File: src/rtl/sts_pkg.sv
package sts_pkg;
  typedef enum logic [1:0] {
    ST_IDLE   = 2'd0,
    ST_SEARCH = 2'd1,
    ST_FETCH  = 2'd2
  } sts_state_e;
endpackage

File: src/rtl/sts_store.sv
// Entry storage: tag and data arrays without reset (RAM style), valid flags with reset.
module sts_store #(
  parameter int ENTRIES = 8,
  parameter int ADDR_W  = 16,
  parameter int DATA_W  = 32,
  parameter int IDX_W   = (ENTRIES > 1) ? $clog2(ENTRIES) : 1
) (
  input  logic              clk,
  input  logic              rst,
  input  logic [IDX_W-1:0]  rd_idx,
  output logic              rd_valid,
  output logic [ADDR_W-1:0] rd_tag,
  output logic [DATA_W-1:0] rd_data,
  input  logic              wr_en,
  input  logic [IDX_W-1:0]  wr_idx,
  input  logic [ADDR_W-1:0] wr_tag,
  input  logic [DATA_W-1:0] wr_data,
  output logic [ENTRIES-1:0] valid_vec
);
  logic [ADDR_W-1:0] tag_mem  [ENTRIES];
  logic [DATA_W-1:0] data_mem [ENTRIES];
  logic [ENTRIES-1:0] valid_q;

  always_ff @(posedge clk) begin
    if (wr_en) begin
      tag_mem[wr_idx]  <= wr_tag;
      data_mem[wr_idx] <= wr_data;
    end
  end

  always_ff @(posedge clk) begin
    if (rst) valid_q <= '0;
    else if (wr_en) valid_q[wr_idx] <= 1'b1;
  end

  assign rd_valid  = valid_q[rd_idx];
  assign rd_tag    = tag_mem[rd_idx];
  assign rd_data   = data_mem[rd_idx];
  assign valid_vec = valid_q;


  reset_clears_valid_chk: assert property (@(posedge clk) $past(rst) |-> (valid_q == '0));

  fill_sets_valid_chk: assert property (@(posedge clk) disable iff (rst)
    wr_en |=> valid_q[$past(wr_idx)]);
endmodule

File: src/rtl/sts_victim.sv
// Chooses the entry to fill: lowest invalid first, else the round-robin pointer.
module sts_victim #(
  parameter int ENTRIES = 8,
  parameter int IDX_W   = (ENTRIES > 1) ? $clog2(ENTRIES) : 1
) (
  input  logic               clk,
  input  logic               rst,
  input  logic [ENTRIES-1:0] valid_vec,
  input  logic               fill,
  output logic [IDX_W-1:0]   victim_idx
);
  localparam logic [IDX_W-1:0] LAST = IDX_W'(ENTRIES - 1);

  logic [IDX_W-1:0] rr_q;
  logic [IDX_W-1:0] free_idx;
  logic             have_free;

  always_comb begin
    have_free = 1'b0;
    free_idx  = '0;
    for (int i = ENTRIES - 1; i >= 0; i--) begin
      if (!valid_vec[i]) begin
        have_free = 1'b1;
        free_idx  = IDX_W'(i);
      end
    end
  end

  assign victim_idx = have_free ? free_idx : rr_q;

  always_ff @(posedge clk) begin
    if (rst) rr_q <= '0;
    else if (fill && !have_free) rr_q <= (rr_q == LAST) ? '0 : rr_q + 1'b1;
  end


  rr_moves_on_evict_chk: assert property (@(posedge clk) disable iff (rst)
    (fill && (valid_vec == '1) && (ENTRIES > 1)) |=> (rr_q != $past(rr_q)));

  rr_still_on_free_fill_chk: assert property (@(posedge clk) disable iff (rst)
    (fill && (valid_vec != '1)) |=> $stable(rr_q));
endmodule

File: src/rtl/sts_ctrl.sv
// Request FSM with the single tag comparator and the search counter.
module sts_ctrl
  import sts_pkg::*;
#(
  parameter int ENTRIES = 8,
  parameter int ADDR_W  = 16,
  parameter int DATA_W  = 32,
  parameter int IDX_W   = (ENTRIES > 1) ? $clog2(ENTRIES) : 1
) (
  input  logic              clk,
  input  logic              rst,
  input  logic              req_valid,
  input  logic [ADDR_W-1:0] req_addr,
  output logic              req_ready,
  output logic              rsp_valid,
  output logic              rsp_hit,
  output logic [DATA_W-1:0] rsp_data,
  output logic              mem_req,
  output logic [ADDR_W-1:0] mem_addr,
  input  logic              mem_ack,
  input  logic [DATA_W-1:0] mem_data,
  output logic [IDX_W-1:0]  rd_idx,
  input  logic              rd_valid,
  input  logic [ADDR_W-1:0] rd_tag,
  input  logic [DATA_W-1:0] rd_data,
  output logic              fill_en,
  output logic [ADDR_W-1:0] fill_tag,
  output logic [DATA_W-1:0] fill_data
);
  localparam logic [IDX_W-1:0] LAST = IDX_W'(ENTRIES - 1);

  sts_state_e        state_q;
  logic [IDX_W-1:0]  idx_q;
  logic [ADDR_W-1:0] addr_q;
  logic              match;

  assign match = (state_q == ST_SEARCH) && rd_valid && (rd_tag == addr_q);

  always_ff @(posedge clk) begin
    if (rst) begin
      state_q   <= ST_IDLE;
      idx_q     <= '0;
      addr_q    <= '0;
      rsp_valid <= 1'b0;
      rsp_hit   <= 1'b0;
      rsp_data  <= '0;
      mem_req   <= 1'b0;
    end else begin
      rsp_valid <= 1'b0;
      unique case (state_q)
        ST_IDLE: if (req_valid) begin
          addr_q  <= req_addr;
          idx_q   <= '0;
          state_q <= ST_SEARCH;
        end
        ST_SEARCH: if (match) begin
          rsp_valid <= 1'b1;
          rsp_hit   <= 1'b1;
          rsp_data  <= rd_data;
          state_q   <= ST_IDLE;
        end else if (idx_q == LAST) begin
          mem_req <= 1'b1;
          state_q <= ST_FETCH;
        end else begin
          idx_q <= idx_q + 1'b1;
        end
        ST_FETCH: if (mem_ack) begin
          mem_req   <= 1'b0;
          rsp_valid <= 1'b1;
          rsp_hit   <= 1'b0;
          rsp_data  <= mem_data;
          state_q   <= ST_IDLE;
        end
        default: state_q <= ST_IDLE;
      endcase
    end
  end

  assign req_ready = (state_q == ST_IDLE);
  assign mem_addr  = addr_q;
  assign rd_idx    = idx_q;
  assign fill_en   = (state_q == ST_FETCH) && mem_ack;
  assign fill_tag  = addr_q;
  assign fill_data = mem_data;


  rsp_single_pulse_chk: assert property (@(posedge clk) disable iff (rst)
    rsp_valid |=> !rsp_valid);

  fetch_after_full_walk_chk: assert property (@(posedge clk) disable iff (rst)
    $rose(mem_req) |-> ($past(idx_q) == LAST));

  fetch_held_chk: assert property (@(posedge clk) disable iff (rst)
    (mem_req && !mem_ack) |=> (mem_req && $stable(mem_addr)));

  miss_rsp_after_ack_chk: assert property (@(posedge clk) disable iff (rst)
    (rsp_valid && !rsp_hit) |-> $past(mem_ack));

  busy_not_ready_chk: assert property (@(posedge clk) disable iff (rst)
    mem_req |-> !req_ready);
endmodule

File: src/rtl/serial_tag_cache.sv
module serial_tag_cache #(
  parameter int ENTRIES = 8,
  parameter int ADDR_W  = 16,
  parameter int DATA_W  = 32
) (
  input  logic              clk,
  input  logic              rst,
  input  logic              req_valid,
  input  logic [ADDR_W-1:0] req_addr,
  output logic              req_ready,
  output logic              rsp_valid,
  output logic              rsp_hit,
  output logic [DATA_W-1:0] rsp_data,
  output logic              mem_req,
  output logic [ADDR_W-1:0] mem_addr,
  input  logic              mem_ack,
  input  logic [DATA_W-1:0] mem_data
);
  localparam int IDX_W = (ENTRIES > 1) ? $clog2(ENTRIES) : 1;

  logic [IDX_W-1:0]   rd_idx, victim_idx;
  logic               rd_valid, fill_en;
  logic [ADDR_W-1:0]  rd_tag, fill_tag;
  logic [DATA_W-1:0]  rd_data, fill_data;
  logic [ENTRIES-1:0] valid_vec;

  sts_ctrl #(.ENTRIES(ENTRIES), .ADDR_W(ADDR_W), .DATA_W(DATA_W), .IDX_W(IDX_W)) ctrl_i (
    .clk(clk), .rst(rst),
    .req_valid(req_valid), .req_addr(req_addr), .req_ready(req_ready),
    .rsp_valid(rsp_valid), .rsp_hit(rsp_hit), .rsp_data(rsp_data),
    .mem_req(mem_req), .mem_addr(mem_addr), .mem_ack(mem_ack), .mem_data(mem_data),
    .rd_idx(rd_idx), .rd_valid(rd_valid), .rd_tag(rd_tag), .rd_data(rd_data),
    .fill_en(fill_en), .fill_tag(fill_tag), .fill_data(fill_data)
  );

  sts_store #(.ENTRIES(ENTRIES), .ADDR_W(ADDR_W), .DATA_W(DATA_W), .IDX_W(IDX_W)) store_i (
    .clk(clk), .rst(rst),
    .rd_idx(rd_idx), .rd_valid(rd_valid), .rd_tag(rd_tag), .rd_data(rd_data),
    .wr_en(fill_en), .wr_idx(victim_idx), .wr_tag(fill_tag), .wr_data(fill_data),
    .valid_vec(valid_vec)
  );

  sts_victim #(.ENTRIES(ENTRIES), .IDX_W(IDX_W)) victim_i (
    .clk(clk), .rst(rst),
    .valid_vec(valid_vec), .fill(fill_en), .victim_idx(victim_idx)
  );
endmodule

File: config.mk
export PLATFORM = sky130hd
export DESIGN_NAME = serial_tag_cache
export DESIGN_NICKNAME = d
export VERILOG_FILES = /design/src/rtl/sts_pkg.sv /design/src/rtl/sts_store.sv /design/src/rtl/sts_victim.sv /design/src/rtl/sts_ctrl.sv /design/src/rtl/serial_tag_cache.sv
export SDC_FILE = /design/constraint.sdc
export NUM_CORES = 1
export LEC_CHECK = 0
export BUFFER_PORTS_ARGS = -buffer_cell sky130_fd_sc_hd__buf_2
export CAP_MARGIN = 20
export CORE_ASPECT_RATIO = 2
export CORE_MARGIN = 1
export CORE_UTILIZATION = 44
export CTS_BUF_LIST = sky130_fd_sc_hd__clkbuf_4
export CTS_CLUSTER_DIAMETER = 80
export DETAILED_ROUTE_END_ITERATION = 7
export GPL_TIMING_DRIVEN = 0
export PLACE_DENSITY = 0.62
export REMOVE_ABC_BUFFERS = 1
export SYNTH_ARGS = -nofsm -noshare
export SYNTH_HDL_FRONTEND = slang
export SYNTH_SLANG_ARGS = --single-unit
File: constraint.sdc
create_clock -name clk -period 12 [get_ports clk]
set_input_delay 1.2 -clock clk [delete_from_list [all_inputs] [get_ports clk]]
set_output_delay 1.2 -clock clk [all_outputs]
set_load 0.05 [all_outputs]
==> flow_summary.yaml, run 1 <==
timing:
  setup_slack_ns: 8.21
  fin_crit_ns: 3.79
  rsz0062_at_grt: "false"
  fmaxAchievable_mhz: 264
  timing.hold.ws_ns: 0.502
  finalHoldViolations: 0
  finalSetupViolations: 0
  finClkSkew_ns: 0.0338
  slew_violations: 0
  tightestPinTransition_ns: 0.920
  relSlewSlack: 0.387
  tns_ns: 0
  post-route-period-util: 0.316
finish:
  nets: 1251
  final.fill_count: 3334
  fin_util: 0.517
  final_common_cell: "edfxtp_1"
  final_area_sq_um: 20800
  drive_gt1_frac: 0.312
  area_delta_synth_final_pct: 15.6
  final_cell_mix: "384 x edfxtp_1, 128 x clkbuf_4, 102 x buf_2, 90 x mux4_2, 67 x dfxtp_1"
floorplan:
  start_util: 0.447
  die_y_um: 288
  num_rows: 104
  die_w_um: 145
  ios: 104
  dieArea_sq_um: 41700
  coreArea_sq_um: 40200
drt:
  num_vias: 9824
  first_pass_iters: 5
  drtIter0Drc: 571
  vias_per_cell: 5.45
  finalWirelength_um: 38000
  drc: 0
  post_drt_wl_per_cell_um: 21.1
  ant_nets: 0
worst_hold_path:
  min_from: "ctrl_i.state_q[0]$_SDFFE_PP0P_"
  hp-class: "register to register"
  min_path_cells: 2
  hold_end: "ctrl_i.state_q[0]$_SDFFE_PP0P_"
critical_path:
  r2r_setup_slack_ns: 8.21
  path_class: "register to register"
  critPathLaunchType: "register"
  rr_worst_depth: 10
  r2r_end: "ctrl_i.rsp_data[5]$_SDFFE_PP0P_"
  end_kind: "register"
  cp.arrival_ns: 4.46
  worstPathMaxFanout: 36
  required_ns: 12.67
synth:
  yosysTopAreaCellShare: 0.642
  synthCells: 1011
  yosysTopAreaCell: "edfxtp_1"
  synth-edff-count: 384
  synth_seq_cells: 454
  yosysWarnings: 0
  synth_area_sq_um: 18000
  yosysSeqAreaShare: 0.720
  synth-async-reset-ratio: 0
  ys.flop_type: "edfxtp_1"
  syn_avg_cell_area_sq_um: 17.8
  synth.area.top_cells: "edfxtp_1 64%, mux4_2 11%, dfxtp_1 7.8%"
  ys_types: 47
clocking:
  clkTransAtPathRegs_ns: 0.07
  ctsHoldBuffers: 0
  clock_latency_ns: 0.79
  cts_max_path_buffers: 3
  clkSinkCount: 454
  cts-buffers-inserted: 96
  cts.repair.resized: 0
  cts_tree: "done"
  cts_setup_buffers: 0
  htreeDepth: 3
  root_buffer: "clkbuf_4"
place:
  dp_hpwl_um: 23000
  gp_congestion: 0.729
  post-place-ws_ns: 8.15
  portBuffers: 103
  placed_cell_area_sq_um: 19600
flow_run:
  cap_violations: 0
global_routing:
  grt-ovfl-total: 0
  track_usage: 0.188
  antenna_found_initial: 3
  grt_pass1_wl_um: 58500
  first_global_vias: 10300
  grt_max_degree: 84
run_status:
  status: "complete, no violations"
pwr:
  ir_drop_mv: 0.0736
  p_per_area_nw_per_um2: 149
  p_leak_nw: 6.89
## final cells by class
cell class                      count  area, sq um  share of cell area
Timing Repair Buffer              146         1180              0.0569
Sequential cell                   454        12900               0.623
Antenna cell                        3         7.51            0.000361
Tap cell                          530          663              0.0319
Inverter                            6         22.5             0.00108
Clock inverter                     47          221              0.0107
Multi-Input combinational cell    488         4770               0.230
Clock buffer                      128          961              0.0463
## layer usage
metal / routed length (um) / global-route usage / part of all wire
met3: 1740 / 0.0387 / 0.046
met4: 637 / 0.0646 / 0.017
met2: 20500 / 0.341 / 0.54
met1: 15100 / 0.221 / 0.40
met5: 0 / 0 / 0
## power breakdown
group | internal (mW) | leakage (nW) | switching [mW]
Sequential | 1.72 | 4.04 | 0.0312
Clock | 0.524 | 0.699 | 0.583
Combinational | 0.0994 | 2.15 | 0.133
Total | 2.35 | 6.89 | 0.747
## critical path, stage by stage (launching register included)
cell,delay [ns]
dfxtp_4,0.68
buf_16,0.34
mux4_1,0.60
mux2i_1,0.22
xor2_1,0.19
nand4_1,0.26
nor4_4,0.44
a22oi_2,0.17
buf_8,0.24
buf_8,0.16
o41ai_1,0.32
## logic make-up after synthesis
kind of cell,share of synthesized area
AOI/OAI and AO/OA,0.0497
xor gates and xnor gates,0.00731
adders and majority gates,0.00487
buffers and inverters,0.0189
DFF,0.720
muxes,0.153
and+or+nand+nor,0.0468
## state kept, by name (all words and copies together) (netlist names), named ones only
name,count
ctrl_i.fill_tag,16
ctrl_i.mem_req,1
ctrl_i.rd_idx,3
ctrl_i.rsp_data,32
ctrl_i.rsp_hit,1
ctrl_i.rsp_valid,1
ctrl_i.state_q,2
store_i.data_mem,256
store_i.tag_mem,128
store_i.valid_vec,8
victim_i.rr_q,3
## cells in the mapped netlist, types with 6 or more instances
| cell type | n |
|---|---|
| o21ai_0 | 35 |
| mux4_1 | 6 |
| dfxtp_1 | 70 |
| buf_2 | 12 |
| ha_1 | 7 |
| mux2i_1 | 54 |
| clkbuf_1 | 35 |
| nor2b_1 | 38 |
| a21oi_1 | 53 |
| buf_6 | 6 |
| inv_1 | 6 |
| mux4_2 | 90 |
| nand2_1 | 42 |
| buf_1 | 8 |
| edfxtp_1 | 384 |
| o41ai_1 | 32 |
| xor2_1 | 12 |
| nor2_1 | 65 |
## how the worst max path moves through the flow
stage / from / to / slack (ns) / cells past startpoint
after floorplan: register / ctrl_i.rsp_data[0]$_SDFFE_PP0P_ / 5.58 / 8
after global placement: ctrl_i.state_q[0]$_SDFFE_PP0P_ / store_i.data_mem[5][31]$_DFFE_PP_ / 0.44 / 6
after detailed placement: ctrl_i.state_q[0]$_SDFFE_PP0P_ / store_i.data_mem[6][31]$_DFFE_PP_ / 8.15 / 10
after CTS: ctrl_i.state_q[0]$_SDFFE_PP0P_ / store_i.data_mem[6][14]$_DFFE_PP_ / 8.14 / 10
after global routing: ctrl_i.state_q[0]$_SDFFE_PP0P_ / store_i.data_mem[6][3]$_DFFE_PP_ / 7.96 / 10
final: register / ctrl_i.rsp_data[5]$_SDFFE_PP0P_ / 8.21 / 10
## through the flow
stage | total power [mW] | cells
2_1_floorplan | 1.95 | 948
3_3_place_gp | 2.04 | 1581
3_5_place_dp | 2.03 | 1624
4_1_cts | 3.14 | 1799
5_1_grt | 3.23 | 1800
6_report | 3.09 | 1802
No activity file was read; power rests on OpenSTA's default activity.
==> inputs of run 2 (changes only) <==
--- a/config.mk
+++ b/config.mk
@@ -5,6 +5,7 @@
 export SDC_FILE = /design/constraint.sdc
 export NUM_CORES = 1
 export LEC_CHECK = 0
+export ABC_AREA = 1
 export BUFFER_PORTS_ARGS = -buffer_cell sky130_fd_sc_hd__buf_2
 export CAP_MARGIN = 20
 export CORE_ASPECT_RATIO = 2
@@ -14,7 +15,7 @@
 export CTS_CLUSTER_DIAMETER = 80
 export DETAILED_ROUTE_END_ITERATION = 7
 export GPL_TIMING_DRIVEN = 0
-export PLACE_DENSITY = 0.62
+export PLACE_DENSITY = 0.64
 export REMOVE_ABC_BUFFERS = 1
 export SYNTH_ARGS = -nofsm -noshare
 export SYNTH_HDL_FRONTEND = slang
==> constraint.sdc (replaced) <==
create_clock -name clk -period 3.2 [get_ports clk]
set_input_delay 0.32 -clock clk [delete_from_list [all_inputs] [get_ports clk]]
set_output_delay 0.32 -clock clk [all_outputs]
set_load 0.05 [all_outputs]
==> run 2 against run 1 <==
Global-route usage grew 4.1 points. Sequential cell count is the same. Largest power group unchanged. Setup slack lost 8.0 ns.
==> flow_summary.yaml, run 2 <==
timing:
  finalHoldViolations: 0
  fmaxAchievable_mhz: 335
  fin_crit_ns: 2.98
  post-route-period-util: 0.933
  tightestPinTransition_ns: 0.716
  rsz0062_at_grt: "false"
  tns_ns: 0
  timing.hold.ws_ns: 0.325
  slew_violations: 0
  relSlewSlack: 0.523
  finalSetupViolations: 0
  finClkSkew_ns: 0.0471
clocking:
  clkTransAtPathRegs_ns: 0.08
  cts-buffers-inserted: 97
  root_buffer: "clkbuf_4"
  htreeDepth: 3
  clock_latency_ns: 0.79
  cts_tree: "done"
  cts_max_path_buffers: 3
  clkSinkCount: 454
floorplan:
  die_y_um: 293
  num_rows: 106
  start_util: 0.445
  coreArea_sq_um: 41800
  dieArea_sq_um: 43100
  ios: 104
  die_w_um: 147
synth:
  yosysWarnings: 0
  yosysMostFrequentCell: "edfxtp_1"
  yosysTopAreaCellShare: 0.621
  synth_area_sq_um: 18600
  yosysSeqAreaShare: 0.696
  synthCells: 1706
  syn_avg_cell_area_sq_um: 10.9
  synth-edff-count: 384
  ys.flop_type: "edfxtp_1"
  synth_common_cells: "384 x edfxtp_1, 329 x nor2_1, 267 x nand2_1"
  synth_seq_cells: 454
  synth-async-reset-ratio: 0
  ys_types: 31
  synth.area.top_cells: "edfxtp_1 62%, dfxtp_1 7.5%, nor2_1 6.6%"
  yosysTopAreaCell: "edfxtp_1"
drt:
  num_vias: 13600
  post_drt_wl_per_cell_um: 19.4
  ant_nets: 0
  finalWirelength_um: 49300
  vias_per_cell: 5.38
  first_pass_iters: 5
  drc: 0
  drtIter0Drc: 992
critical_path:
  r2r_setup_slack_ns: 0.22
  rr_worst_depth: 15
  path_class: "register to register"
  end_kind: "register"
  critPathLaunchType: "register"
  required_ns: 3.86
  worstPathMaxFanout: 34
  r2r_end: "ctrl_i.rsp_data[26]$_SDFFE_PP0P_"
  cp.arrival_ns: 3.65
run_status:
  status: "complete, no violations"
flow_run:
  cap_violations: 0
pwr:
  p_per_area_nw_per_um2: 602
  ir_drop_mv: 0.286
  p_leak_nw: 8.34
finish:
  finalNonFillerCells: 2536
  drive_gt1_frac: 0.167
  final_cell_mix: "384 x edfxtp_1, 321 x nor2_1, 267 x nand2_1, 202 x o21ai_0, 141 x clkbuf_4"
  area_delta_synth_final_pct: 19.0
  largest_reg_flops: 256
  nets: 1974
  top_regs: "store_i.data_mem x256, store_i.tag_mem x128, ctrl_i.rsp_data x32"
  regMostFlops: "store_i.data_mem"
  final_common_cell: "edfxtp_1"
global_routing:
  antenna_found_initial: 1
  grt_pass1_wl_um: 74100
  first_global_vias: 13700
  grt-ovfl-total: 0
  grt_max_degree: 66
  track_usage: 0.229
worst_hold_path:
  min_path_cells: 3
  hp-class: "primary input to register"
  hold_end: "store_i.valid_vec[0]$_SDFFE_PP0P_"
  min_from: "rst"
place:
  place_inst: 2282
  dp_hpwl_um: 26400
  gp_congestion: 0.789
  portBuffers: 103
run 2: changes by cell type after synthesis, moves of 17 or more:
cell      delta
mux4_2      -90
o21ai_0    +172
o41ai_1     -32
mux2i_1     -54
nor2_1     +264
inv_1       +97
o22ai_1     +65
o21ai_1     +28
a31oi_1     +17
nand2_1    +225
clkbuf_1    +21
nor2b_1     -38
a21oi_1     -26
nand3_1     +78
run 2: area by class of cell:
type / count / area (sq um)
Fill cell: 3648 / 19700
Sequential cell: 454 / 12900
Multi-Input combinational cell: 1051 / 4830
Timing Repair Buffer: 201 / 1910
Clock buffer: 141 / 1060
Tap cell: 540 / 676
Inverter: 107 / 445
Clock inverter: 38 / 204
Timing Repair inverter: 3 / 45.0
Antenna cell: 1 / 2.50
run 2: cells by family after synthesis:
logic type / Yosys count / share of synthesized area
flip-flops: 454 / 0.696
AO/OA/AOI/OAI: 352 / 0.101
AND/OR/NAND/NOR: 691 / 0.148
buffers and inverters: 202 / 0.0496
adder cells (fa/ha/maj): 7 / 0.00471
run 2: power breakdown:
part	switching (mW)	internal (mW)	total, mW
logic	1.56	0.810	2.37
registers	0.104	6.47	6.58
clock network	2.17	2.20	4.37
run 2: worst max-delay path by stage:
stage / from / end / slack [ns] / depth (start not counted)
6_report: register / ctrl_i.rsp_data[26]$_SDFFE_PP0P_ / 0.22 / 15
4_1_cts: register / ctrl_i.rsp_data[14]$_SDFFE_PP0P_ / -0.01 / 19
5_1_grt: store_i.valid_vec[1]$_SDFFE_PP0P_ / store_i.tag_mem[2][7]$_DFFE_PP_ / 0.006 / 9
2_1_floorplan: register / ctrl_i.rsp_hit$_SDFFE_PP0P_ / -2.93 / 14
3_5_place_dp: register / ctrl_i.rsp_hit$_SDFFE_PP0P_ / -0.95 / 19
3_3_place_gp: register / ctrl_i.rsp_hit$_SDFFE_PP0P_ / -7.58 / 14
run 2: timing repair:
item	CTS	global route
hold endpoints to repair	290	0
resized for setup	26	2
hold buffers	51	0
pin swaps	3	1
endpoints found under the setup margin	128	82
cloned	6	2
setup buffers	6	9
run 2: through the flow:
stage / setup slack, ns / power [mW] / util / cell area (sq um)
after floorplan: -2.93 / 8.10 / - / 18100
after global placement: -7.58 / 8.80 / 0.461 / 19300
after detailed placement: -0.952 / 8.85 / 0.477 / 19900
after CTS: -0.0102 / 13.3 / 0.526 / 22000
after global routing: 0.00570 / 13.9 / 0.529 / 22100
final: 0.216 / 13.3 / 0.529 / 22100
run 2: worst max-delay path, cell delays in order (launching register included):
cell      delay, ns
dfxtp_4        0.43
buf_12         0.20
inv_4          0.25
buf_12         0.29
nand3_1        0.14
nand3b_1       0.10
nand2_1        0.16
nor2_1         0.14
nand2_1        0.06
nor2_1         0.12
nand3_2        0.17
nand2_4        0.18
nand2_8        0.10
buf_12         0.18
o21ai_0        0.20
nor2_1         0.08
run 2: layer usage:
| layer | global-route usage | routed length [um] | vias to the layer above |
|---|---|---|---|
| met5 | 0 | 0 | - |
| met3 | 0.0438 | 2770 | 95 |
| li1 | - | - | 6404 |
| met2 | 0.423 | 26700 | 488 |
| met1 | 0.247 | 18400 | 6657 |
| met4 | 0.110 | 1440 | 0 |
